<file path="src/rtl/mnd_clk_pkg.sv">
package mnd_clk_pkg;
  typedef enum logic [1:0] {
    CLS_DIVIDE = 2'd0,
    CLS_PASS   = 2'd1,
    CLS_FRAC   = 2'd2,
    CLS_HOLD   = 2'd3
  } op_class_e;
endpackage

</file>
<file path="src/rtl/mnd_cfg_decode.sv">
module mnd_cfg_decode
  import mnd_clk_pkg::*;
#(
  parameter int PW = 5,
  parameter int MW = 8
) (
  input  logic [PW-1:0] pre_code,
  input  logic          frac_en,
  input  logic [MW-1:0] m_val,
  input  logic [MW-1:0] n_inv,
  input  logic [MW-1:0] d_inv,
  output logic [PW:0]   lim,
  output op_class_e     cls,
  output logic [MW-1:0] n_eff,
  output logic [MW-1:0] duty
);
  localparam logic [PW:0] LIM_MIN = (PW+1)'(2);
  localparam logic [PW:0] ONE_W   = (PW+1)'(1);

  always_comb begin
    // half-step limit: accumulator gains 2 per cycle, fires at h+1
    lim   = (pre_code == '0) ? LIM_MIN : ({1'b0, pre_code} + ONE_W);
    n_eff = (~n_inv) + m_val;
    duty  = ~d_inv;
    if (!frac_en)
      cls = CLS_DIVIDE;
    else if (m_val == '0 || n_eff == '0 || n_eff < m_val)
      cls = CLS_HOLD;
    else if (n_eff == m_val)
      cls = CLS_PASS;
    else
      cls = CLS_FRAC;
  end
endmodule

</file>
<file path="src/rtl/half_step_prediv.sv">
module half_step_prediv #(
  parameter int PW = 5
) (
  input  logic        clk,
  input  logic        rst_n,
  input  logic        run,
  input  logic [PW:0] lim,
  output logic        fire,
  output logic        wrap
);
  localparam int AW = PW + 2;

  logic [AW-1:0] acc_q, acc_d, sum, lim_w;

  always_comb begin
    lim_w = AW'(lim);
    sum   = acc_q + AW'(2);
    fire  = run && (sum >= lim_w);
    wrap  = fire && (sum == lim_w);
    if (!run)
      acc_d = '0;
    else if (fire)
      acc_d = sum - lim_w;
    else
      acc_d = sum;
  end

  always_ff @(posedge clk) begin
    if (!rst_n) acc_q <= '0;
    else        acc_q <= acc_d;
  end

  // remainder never reaches the active limit
  assert_acc_below_limit_R1: assert property (@(posedge clk) disable iff (!rst_n)
    run |-> (acc_q < lim_w));
endmodule

</file>
<file path="src/rtl/mnd_accum.sv">
module mnd_accum
  import mnd_clk_pkg::*;
#(
  parameter int MW = 8
) (
  input  logic          clk,
  input  logic          rst_n,
  input  logic          run,
  input  logic          step,
  input  op_class_e     cls,
  input  logic [MW-1:0] m_val,
  input  logic [MW-1:0] n_eff,
  input  logic [MW-1:0] duty,
  output logic          fire,
  output logic          at_zero,
  output logic          high
);
  logic [MW-1:0] cnt_q, cnt_d;
  logic [MW:0]   t_sum, n_w;

  always_comb begin
    t_sum = {1'b0, cnt_q} + {1'b0, m_val};
    n_w   = {1'b0, n_eff};
    cnt_d = cnt_q;
    fire  = 1'b0;
    if (!run) begin
      cnt_d = '0;
    end else begin
      case (cls)
        CLS_DIVIDE, CLS_PASS: begin
          fire  = step;
          cnt_d = '0;
        end
        CLS_HOLD: cnt_d = '0;
        default: begin
          if (step) begin
            if (t_sum >= n_w) begin
              fire  = 1'b1;
              cnt_d = MW'(t_sum - n_w);
            end else begin
              cnt_d = t_sum[MW-1:0];
            end
          end
        end
      endcase
    end
    at_zero = (cnt_d == '0);
    high    = (cnt_d < duty);
  end

  always_ff @(posedge clk) begin
    if (!rst_n) cnt_q <= '0;
    else        cnt_q <= cnt_d;
  end

  // residue stays below effective N in fractional operation
  assert_residue_below_n_R3: assert property (@(posedge clk) disable iff (!rst_n)
    (run && cls == CLS_FRAC) |-> (cnt_q < n_eff));
endmodule

</file>
<file path="src/rtl/mnd_clk_gen.sv">
module mnd_clk_gen
  import mnd_clk_pkg::*;
#(
  parameter int PRE_W = 5,
  parameter int MND_W = 8
) (
  input  logic             clk,
  input  logic             rst_n,
  input  logic             en,
  input  logic [PRE_W-1:0] pre_code,
  input  logic             frac_en,
  input  logic [MND_W-1:0] m_val,
  input  logic [MND_W-1:0] n_inv,
  input  logic [MND_W-1:0] d_inv,
  output logic             pulse_o,
  output logic             level_o
);
  localparam logic [PRE_W:0] LIM_RST = (PRE_W+1)'(2);

  logic [PRE_W:0]   dec_lim, sh_lim;
  op_class_e        dec_cls, sh_cls;
  logic [MND_W-1:0] dec_n, dec_duty, sh_m, sh_n, sh_d;
  logic             pre_fire, pre_wrap, mnd_fire, mnd_zero, mnd_high, load;

  mnd_cfg_decode #(.PW(PRE_W), .MW(MND_W)) u_dec (
    .pre_code(pre_code), .frac_en(frac_en), .m_val(m_val), .n_inv(n_inv),
    .d_inv(d_inv), .lim(dec_lim), .cls(dec_cls), .n_eff(dec_n), .duty(dec_duty)
  );

  half_step_prediv #(.PW(PRE_W)) u_pre (
    .clk(clk), .rst_n(rst_n), .run(en), .lim(sh_lim),
    .fire(pre_fire), .wrap(pre_wrap)
  );

  mnd_accum #(.MW(MND_W)) u_acc (
    .clk(clk), .rst_n(rst_n), .run(en), .step(pre_fire), .cls(sh_cls),
    .m_val(sh_m), .n_eff(sh_n), .duty(sh_d),
    .fire(mnd_fire), .at_zero(mnd_zero), .high(mnd_high)
  );

  // frame boundary: both remainders return to zero together
  assign load = !en || (pre_wrap && mnd_zero);

  always_ff @(posedge clk) begin
    if (!rst_n) begin
      sh_lim <= LIM_RST;
      sh_cls <= CLS_DIVIDE;
      sh_m   <= '0;
      sh_n   <= '0;
      sh_d   <= '0;
    end else if (load) begin
      sh_lim <= dec_lim;
      sh_cls <= dec_cls;
      sh_m   <= m_val;
      sh_n   <= dec_n;
      sh_d   <= dec_duty;
    end
  end

  always_ff @(posedge clk) begin
    if (!rst_n || !en) begin
      pulse_o <= 1'b0;
      level_o <= 1'b0;
    end else begin
      pulse_o <= mnd_fire;
      case (sh_cls)
        CLS_FRAC: level_o <= mnd_high;
        CLS_HOLD: level_o <= 1'b0;
        default:  level_o <= level_o ^ mnd_fire;
      endcase
    end
  end

  assert_hold_quiet_R6: assert property (@(posedge clk) disable iff (!rst_n)
    (en && sh_cls == CLS_HOLD) |=> (!pulse_o && !level_o));

  assert_idle_low_R7: assert property (@(posedge clk) disable iff (!rst_n)
    !en |=> (!pulse_o && !level_o));

  assert_cfg_frozen_R8: assert property (@(posedge clk) disable iff (!rst_n)
    (en && !(pre_wrap && mnd_zero)) |=> ($stable(sh_lim) && $stable(sh_m) && $stable(sh_n)));

  assert_pass_follows_R5: assert property (@(posedge clk) disable iff (!rst_n)
    (en && (sh_cls == CLS_PASS || sh_cls == CLS_DIVIDE)) |=> (pulse_o == $past(pre_fire)));
endmodule

</file>
<file path="config.mk">
export PLATFORM = sky130hd
export DESIGN_NAME = mnd_clk_gen
export DESIGN_NICKNAME = d
export VERILOG_FILES = /design/src/rtl/mnd_clk_pkg.sv /design/src/rtl/mnd_cfg_decode.sv /design/src/rtl/half_step_prediv.sv /design/src/rtl/mnd_accum.sv /design/src/rtl/mnd_clk_gen.sv
export SDC_FILE = /design/constraint.sdc
export NUM_CORES = 1
export LEC_CHECK = 0
export ABC_CLOCK_PERIOD_IN_PS = 6400
export BUFFER_PORTS_ARGS = -buffer_cell sky130_fd_sc_hd__buf_2
export CAP_MARGIN = 5
export CELL_PAD_IN_SITES_DETAIL_PLACEMENT = 0
export CELL_PAD_IN_SITES_GLOBAL_PLACEMENT = 1
export CORE_MARGIN = 2
export CORE_UTILIZATION = 50
export DETAILED_ROUTE_END_ITERATION = 16
export GPL_TIMING_DRIVEN = 0
export HOLD_SLACK_MARGIN = 0.15
export PLACE_DENSITY_LB_ADDON = 0.1
export SLEW_MARGIN = 25
export SYNTH_ARGS = -nofsm -noshare
export SYNTH_HDL_FRONTEND = slang
export SYNTH_SLANG_ARGS = --single-unit
</file>
<file path="constraint.sdc">
create_clock -name clk -period 6.4 [get_ports clk]
set_input_delay 0.64 -clock clk [delete_from_list [all_inputs] [get_ports clk]]
set_output_delay 0.64 -clock clk [all_outputs]
set_load 0.02 [all_outputs]
</file>
Word-level counts from Yosys, hierarchy flattened
Cells that the tools add are included.
{"block": "classes", "n_addsub": 6, "order_cmp": 4, "eq_ne": 5, "n_mux": 14, "bitwise": 3, "reduce_logical": 17}
{"op": "$mux 8", "n": 4}
{"op": "$logic_not 8->1", "n": 3}
{"op": "$lt 8x8->1", "n": 2}
{"op": "$not 8->8", "n": 2}
{"op": "$add 8x8->9", "n": 1}
{"op": "$ge 9x8->1", "n": 1}
{"op": "$add 8x8->8", "n": 1}
{"op": "$eq 8x8->1", "n": 1}
{"op": "$sub 8x8->8", "n": 1}
{"op": "$add 7x2->7 const B", "n": 1}
{"op": "$eq 7x6->1", "n": 1}
{"op": "$ge 7x6->1", "n": 1}
{"op": "$mux 7", "n": 1}
{"op": "$sub 7x6->7", "n": 1}
{"op": "$add 5x1->6 const B", "n": 1}
{"op": "$mux 2", "n": 3}
{"op": "$mux 6", "n": 1}
{"op": "$logic_not 5->1", "n": 1}
{"op": "$eq 2x2->1 const B", "n": 2}
{"op": "$logic_or 1x1->1", "n": 4}
{"op": "$pmux 1 s2", "n": 2}
{"op": "$logic_and 1x1->1", "n": 3}
{"op": "$mux 1", "n": 3}
{"op": "$reduce_or 3->1", "n": 1}
{"op": "6 further kinds", "n": 7}
{"block": "word_totals", "register_bits": 49, "input_bits": 33, "output_inout_bits": 2, "word_cells": 58}

Depth between registers and ports, before layout
{"block": "depth", "ltp_word": 9, "depth_mapped": 20, "ltp_nobuf": 19}

Modules after synthesis
A second synthesis with hierarchy kept.
{"block": "unflattened", "cells_unflattened": 535, "hier_area_um2": 4167.7}
{"mod": "mnd_accum", "instances": 1, "cells_per_inst": 194, "area_each_um2": 1477.7, "seq_area_each_um2": 160.2}
{"mod": "mnd_clk_gen", "instances": 1, "cells_per_inst": 148, "area_each_um2": 1258.7, "seq_area_each_um2": 680.7}
{"mod": "mnd_cfg_decode", "instances": 1, "cells_per_inst": 110, "area_each_um2": 742.0, "seq_area_each_um2": 0.0}
{"mod": "half_step_prediv", "instances": 1, "cells_per_inst": 83, "area_each_um2": 689.4, "seq_area_each_um2": 140.1}

Least setup slack after synthesis
OpenSTA, ideal clock, no wires.
{"block": "synth_path", "path_type": "register to register", "start": "register sh_m[0]", "end": "register level_o", "setup_ns": 0.074, "t_arrival_ns": 4.124, "required_ns": 6.326, "slack_ns": 2.202, "path_stages_with_launch": 21, "n_path_buf": 1, "synth_period_minus_slack_ns": 4.198, "cell_sequence": "dfxtp_1 -> ha_1 -> fa_1 -> a211oi_1 -> o21ai_0 -> nand2_1 -> xnor2_1 -> ha_1 -> a21oi_1 -> o21ai_0 -> a31o_2 -> nor2_1 -> a21o_1 -> o221ai_2 -> inv_2 -> clkbuf_1 -> ha_1 -> nand4_1 -> a31oi_1 -> a211o_1 -> a31oi_1"}
{"block": "synth_between", "elab_chain_cells": 8, "word_cells_on_any_way": 14, "classes_between": "2 x add/sub; 2 x order compare; 9 x mux; 1 x bitwise"}
{"item": "start, declared", "line_no": "mnd_clk_gen.sv:22", "rtl": "logic [MND_W-1:0] dec_n, dec_duty, sh_m, sh_n, sh_d;"}
{"item": "start signal, assigned", "line_no": "mnd_clk_gen.sv:54", "rtl": "sh_m <= m_val;"}
{"item": "$add 8x8->9 (*)", "line_no": "mnd_accum.sv:22", "rtl": "t_sum = {1'b0, cnt_q} + {1'b0, m_val};"}
{"item": "$sub 8x8->8 / $ge 9x8->1 (equally long branches)", "line_no": "mnd_accum.sv:39, mnd_accum.sv:37"}
{"item": "$mux 8 (*)", "line_no": "mnd_accum.sv:37", "rtl": "if (t_sum >= n_w) begin"}
{"item": "$mux 8 (*)", "line_no": "mnd_accum.sv:36", "rtl": "if (step) begin"}
{"item": "$mux 8 (*)", "line_no": "mnd_accum.sv:29", "rtl": "case (cls)"}
{"item": "$mux 8 (*)", "line_no": "mnd_accum.sv:26", "rtl": "if (!run) begin"}
{"item": "net u_acc.cnt_d[7]", "line_no": "mnd_accum.sv:18", "rtl": "logic [MW-1:0] cnt_q, cnt_d;"}
{"item": "$lt 8x8->1 (*)", "line_no": "mnd_accum.sv:48", "rtl": "high = (cnt_d < duty);"}
{"item": "$pmux 1 s2 (*)", "line_no": "mnd_clk_gen.sv:66", "rtl": "case (sh_cls)"}
{"item": "end signal, assigned", "line_no": "mnd_clk_gen.sv:67", "rtl": "CLS_FRAC: level_o <= mnd_high;"}
{"item": "end signal, assigned", "line_no": "mnd_clk_gen.sv:69", "rtl": "default: level_o <= level_o ^ mnd_fire;"}
{"item": "end, declared", "line_no": "mnd_clk_gen.sv:16", "rtl": "output logic level_o"}
Mark *: on every way through the listed nets, which the timed path passes. The rest lies on a longest branch.
A chain may end at the register's enable or synchronous reset.

Worst setup path after layout
Ends and elaborated chain as after synthesis.

==> reports/results.tsv <==
metric	value	unit
Area growth, synth to finish	9.45	%
commonest non-fill, non-tap cell in the layout	inv_1	
net count of the mapped netlist	633	
Worst Setup Start Kind	flop	
core area	8640	um2
fmax	194	MHz
setup TNS	0	ns
final instance area	4840	um2
clk_lat worst skew	0.31	ns
Sink Count	49	
ys async rst share	0	
Post-CTS Setup Repair Bufs	0	
Post-synth EDFFs	0	
Leak Pwr	2.11	nW
final WL	12.3	mm
# IOs	35	
CTS max path bufs	2	
CTS tree	done	
post-synthesis area per instance	8.06	um2
# nets final	674	
n_diodes	0	
total power	0.00263	W
mapped cell area	4420	um2
CTS H-tree lvls	2	
status	complete, no violations	
RSZ-0062 raised after global routing	false	
cts repair resizes	0	
gr usage total	0.259	
die width	98.1	um
DRT iter0 DRCs	190	
CTS buffer count	5	
clk slew on worst S/H paths	0.10	ns
hold crit path type	input pin to flop	
commonest non-fill, non-tap cells in the layout	inv_1 (54), dfxtp_1 (49), ha_1 (47)	
Unique masters post-synth	63	
IO buf count	34	
Final Skew	0.0102	ns
die height	98.1	um
CP required	6.65	ns
Max IR drop VDD	241	uV
max_cap viols	0	
worst setup path class	flop to flop	
Avg Vias per Cell	6.06	
Syn Inst Count	549	
starting density of the core	0.512	
min Tclk post-route	5.16	ns
Seq/Total Area, Yosys	0.222	
RD Place Congestion	0.924	
post-layout util	0.561	
Worst-Margin Slew	0.888	ns
CTS Hold Buffers Added	0	
DRT Pass-1 Iters	5	
Layout Cells excl Fill	699	
first-pass GRT wire length	20.3	mm
Via Count	4236	
Congestion Overflow GR	0	
FP Rows	34	
Ys Warns	0	
CP endpoint kind	flop	
initial antenna violation count	0	
fraction of final layout cells with drive strength greater than 1	0.146	
relative slew slack	0.406	
Die ar.	9610	um2
Final Slew Violations	0	
clk root buf	clkbuf_8	
R2R depth	20	
Crit Path Max Fanout	10	
endpoints failing hold	0	
Power Dens Cells	543	nW/um2
Placed Area	4730	um2
period utilization	0.807	
flops & latches, synth	49	
WL/cell	17.6	um
number of routed nets with antenna violations	0	
Detail Placement HPWL	9.89	mm
Setup Viol. Count Final	0	
Worst Path Arrival	5.41	ns
Placed Cells	691	
DRC errors left	0	
main flop type after synthesis	dfxtp_1	
maximum number of pins on one net before global-route repair	17	
Hold Crit Depth	2	
vias in the first global route	4061	
## power breakdown
| part | internal [W] | total (W) | switching (W) | leakage, nW |
|---|---|---|---|---|
| Clock | 0.000117 | 0.000231 | 0.000113 | 0.0585 |
| Combinational | 0.000766 | 0.00191 | 0.00115 | 1.65 |
| Sequential | 0.000408 | 0.000486 | 0.0000779 | 0.404 |
| Total | 0.00129 | 0.00263 | 0.00134 | 2.11 |
## stage by stage
step / setup WS, ns / hold slack (ns)
global placement: 1.33 / 0.479
detailed placement: 1.33 / 0.487
floorplan: 2.20 / 0.471
CTS: 1.30 / 0.488
finish: 1.24 / 0.488
global route: 0.799 / 0.488
## flip-flops by register name, indices dropped and copies added (netlist names)
| register | flops |
|---|---|
| sh_d | 8 |
| u_acc.cnt_q | 8 |
| u_pre.acc_q | 7 |
| level_o | 1 |
| sh_n | 8 |
| sh_cls | 2 |
| pulse_o | 1 |
| sh_m | 8 |
| sh_lim | 6 |
## synthesized netlist by cell type (3+ instances only)
library cell | n | area (um2)
a211oi_1 | 12 | 90.1
a211oi_2 | 24 | 300
a21boi_0 | 3 | 22.5
a21o_1 | 8 | 60.1
a21oi_1 | 15 | 75.1
a22oi_1 | 6 | 45.0
a311oi_1 | 3 | 26.3
a31oi_1 | 9 | 56.3
a32oi_1 | 9 | 78.8
and2_1 | 7 | 43.8
and3_1 | 12 | 75.1
and4_1 | 3 | 26.3
buf_2 | 5 | 25.0
buf_4 | 3 | 22.5
clkbuf_1 | 16 | 60.1
dfxtp_1 | 49 | 981
fa_1 | 4 | 80.1
ha_1 | 47 | 588
inv_1 | 54 | 203
nand2_1 | 34 | 128
nand2b_1 | 6 | 37.5
nand3_1 | 28 | 140
nand4_1 | 24 | 150
nor2_1 | 36 | 135
nor2b_1 | 8 | 50.1
nor3_1 | 15 | 75.1
nor3b_1 | 4 | 30.0
nor4_1 | 6 | 37.5
o2111ai_1 | 5 | 43.8
o21a_1 | 9 | 67.6
o21ai_0 | 19 | 95.1
o21bai_1 | 3 | 22.5
o31a_1 | 3 | 26.3
xnor2_1 | 13 | 114
xor2_1 | 11 | 96.3
## cell families (layout without fill, tap and decap cells)
kind of cell | Yosys count | in the layout | share of synthesized area
and+or+nand+nor | 197 | 197 | 0.234
AOI/OAI and AO/OA | 143 | 143 | 0.259
buffers and inverters | 82 | 124 | 0.0795
adders and majority gates | 51 | 51 | 0.151
DFF | 49 | 49 | 0.222
xor gates and xnor gates | 24 | 24 | 0.0475
muxes | 3 | 3 | 0.00707
## final timing paths
kind	slack [ns]	endpoint	from
worst max-delay path	1.24	level_o	sh_m[0]
worst min register to register	0.50	u_pre.acc_q[0]	u_pre.acc_q[0]
worst max register to register	1.24	level_o	sh_m[0]
worst min-delay path	0.49	sh_d[6]	d_inv[6]
## per-layer routing
metal	vias up	part of all wire	track usage	routed length (um)
met5	-	0	0	0
met4	0	0.024	0.0823	295
met3	21	0.049	0.0351	608
met2	127	0.46	0.420	5690
met1	1971	0.46	0.358	5720
li1	2117	-	-	-
## worst max-delay path, cell delays in order, from the launching register on
cell and delay, ns:
dfxtp_1 0.33, ha_1 0.23, fa_1 0.43, a211oi_1 0.23, o21ai_0 0.19, nand2_1 0.12
xnor2_1 0.14, ha_1 0.33, a21oi_1 0.15, o21ai_0 0.11, a31o_2 0.29, nor2_1 0.45
nor3_1 0.20, o221ai_2 0.42, inv_2 0.21, clkbuf_1 0.29, ha_1 0.38, nand4_1 0.10
a31oi_1 0.09, a211o_1 0.27, a31oi_1 0.14
## final cells by class
cell class | count | area, um2
Multi-Input combinational cell | 418 | 3090
Tap cell | 108 | 135
Timing Repair Buffer | 34 | 170
Clock inverter | 3 | 43.8
Fill cell | 847 | 3790
Sequential cell | 49 | 981
Clock buffer | 5 | 68.8
Inverter | 55 | 206
Buffer | 27 | 145
Note: power is estimated with default switching activity, not from simulation.
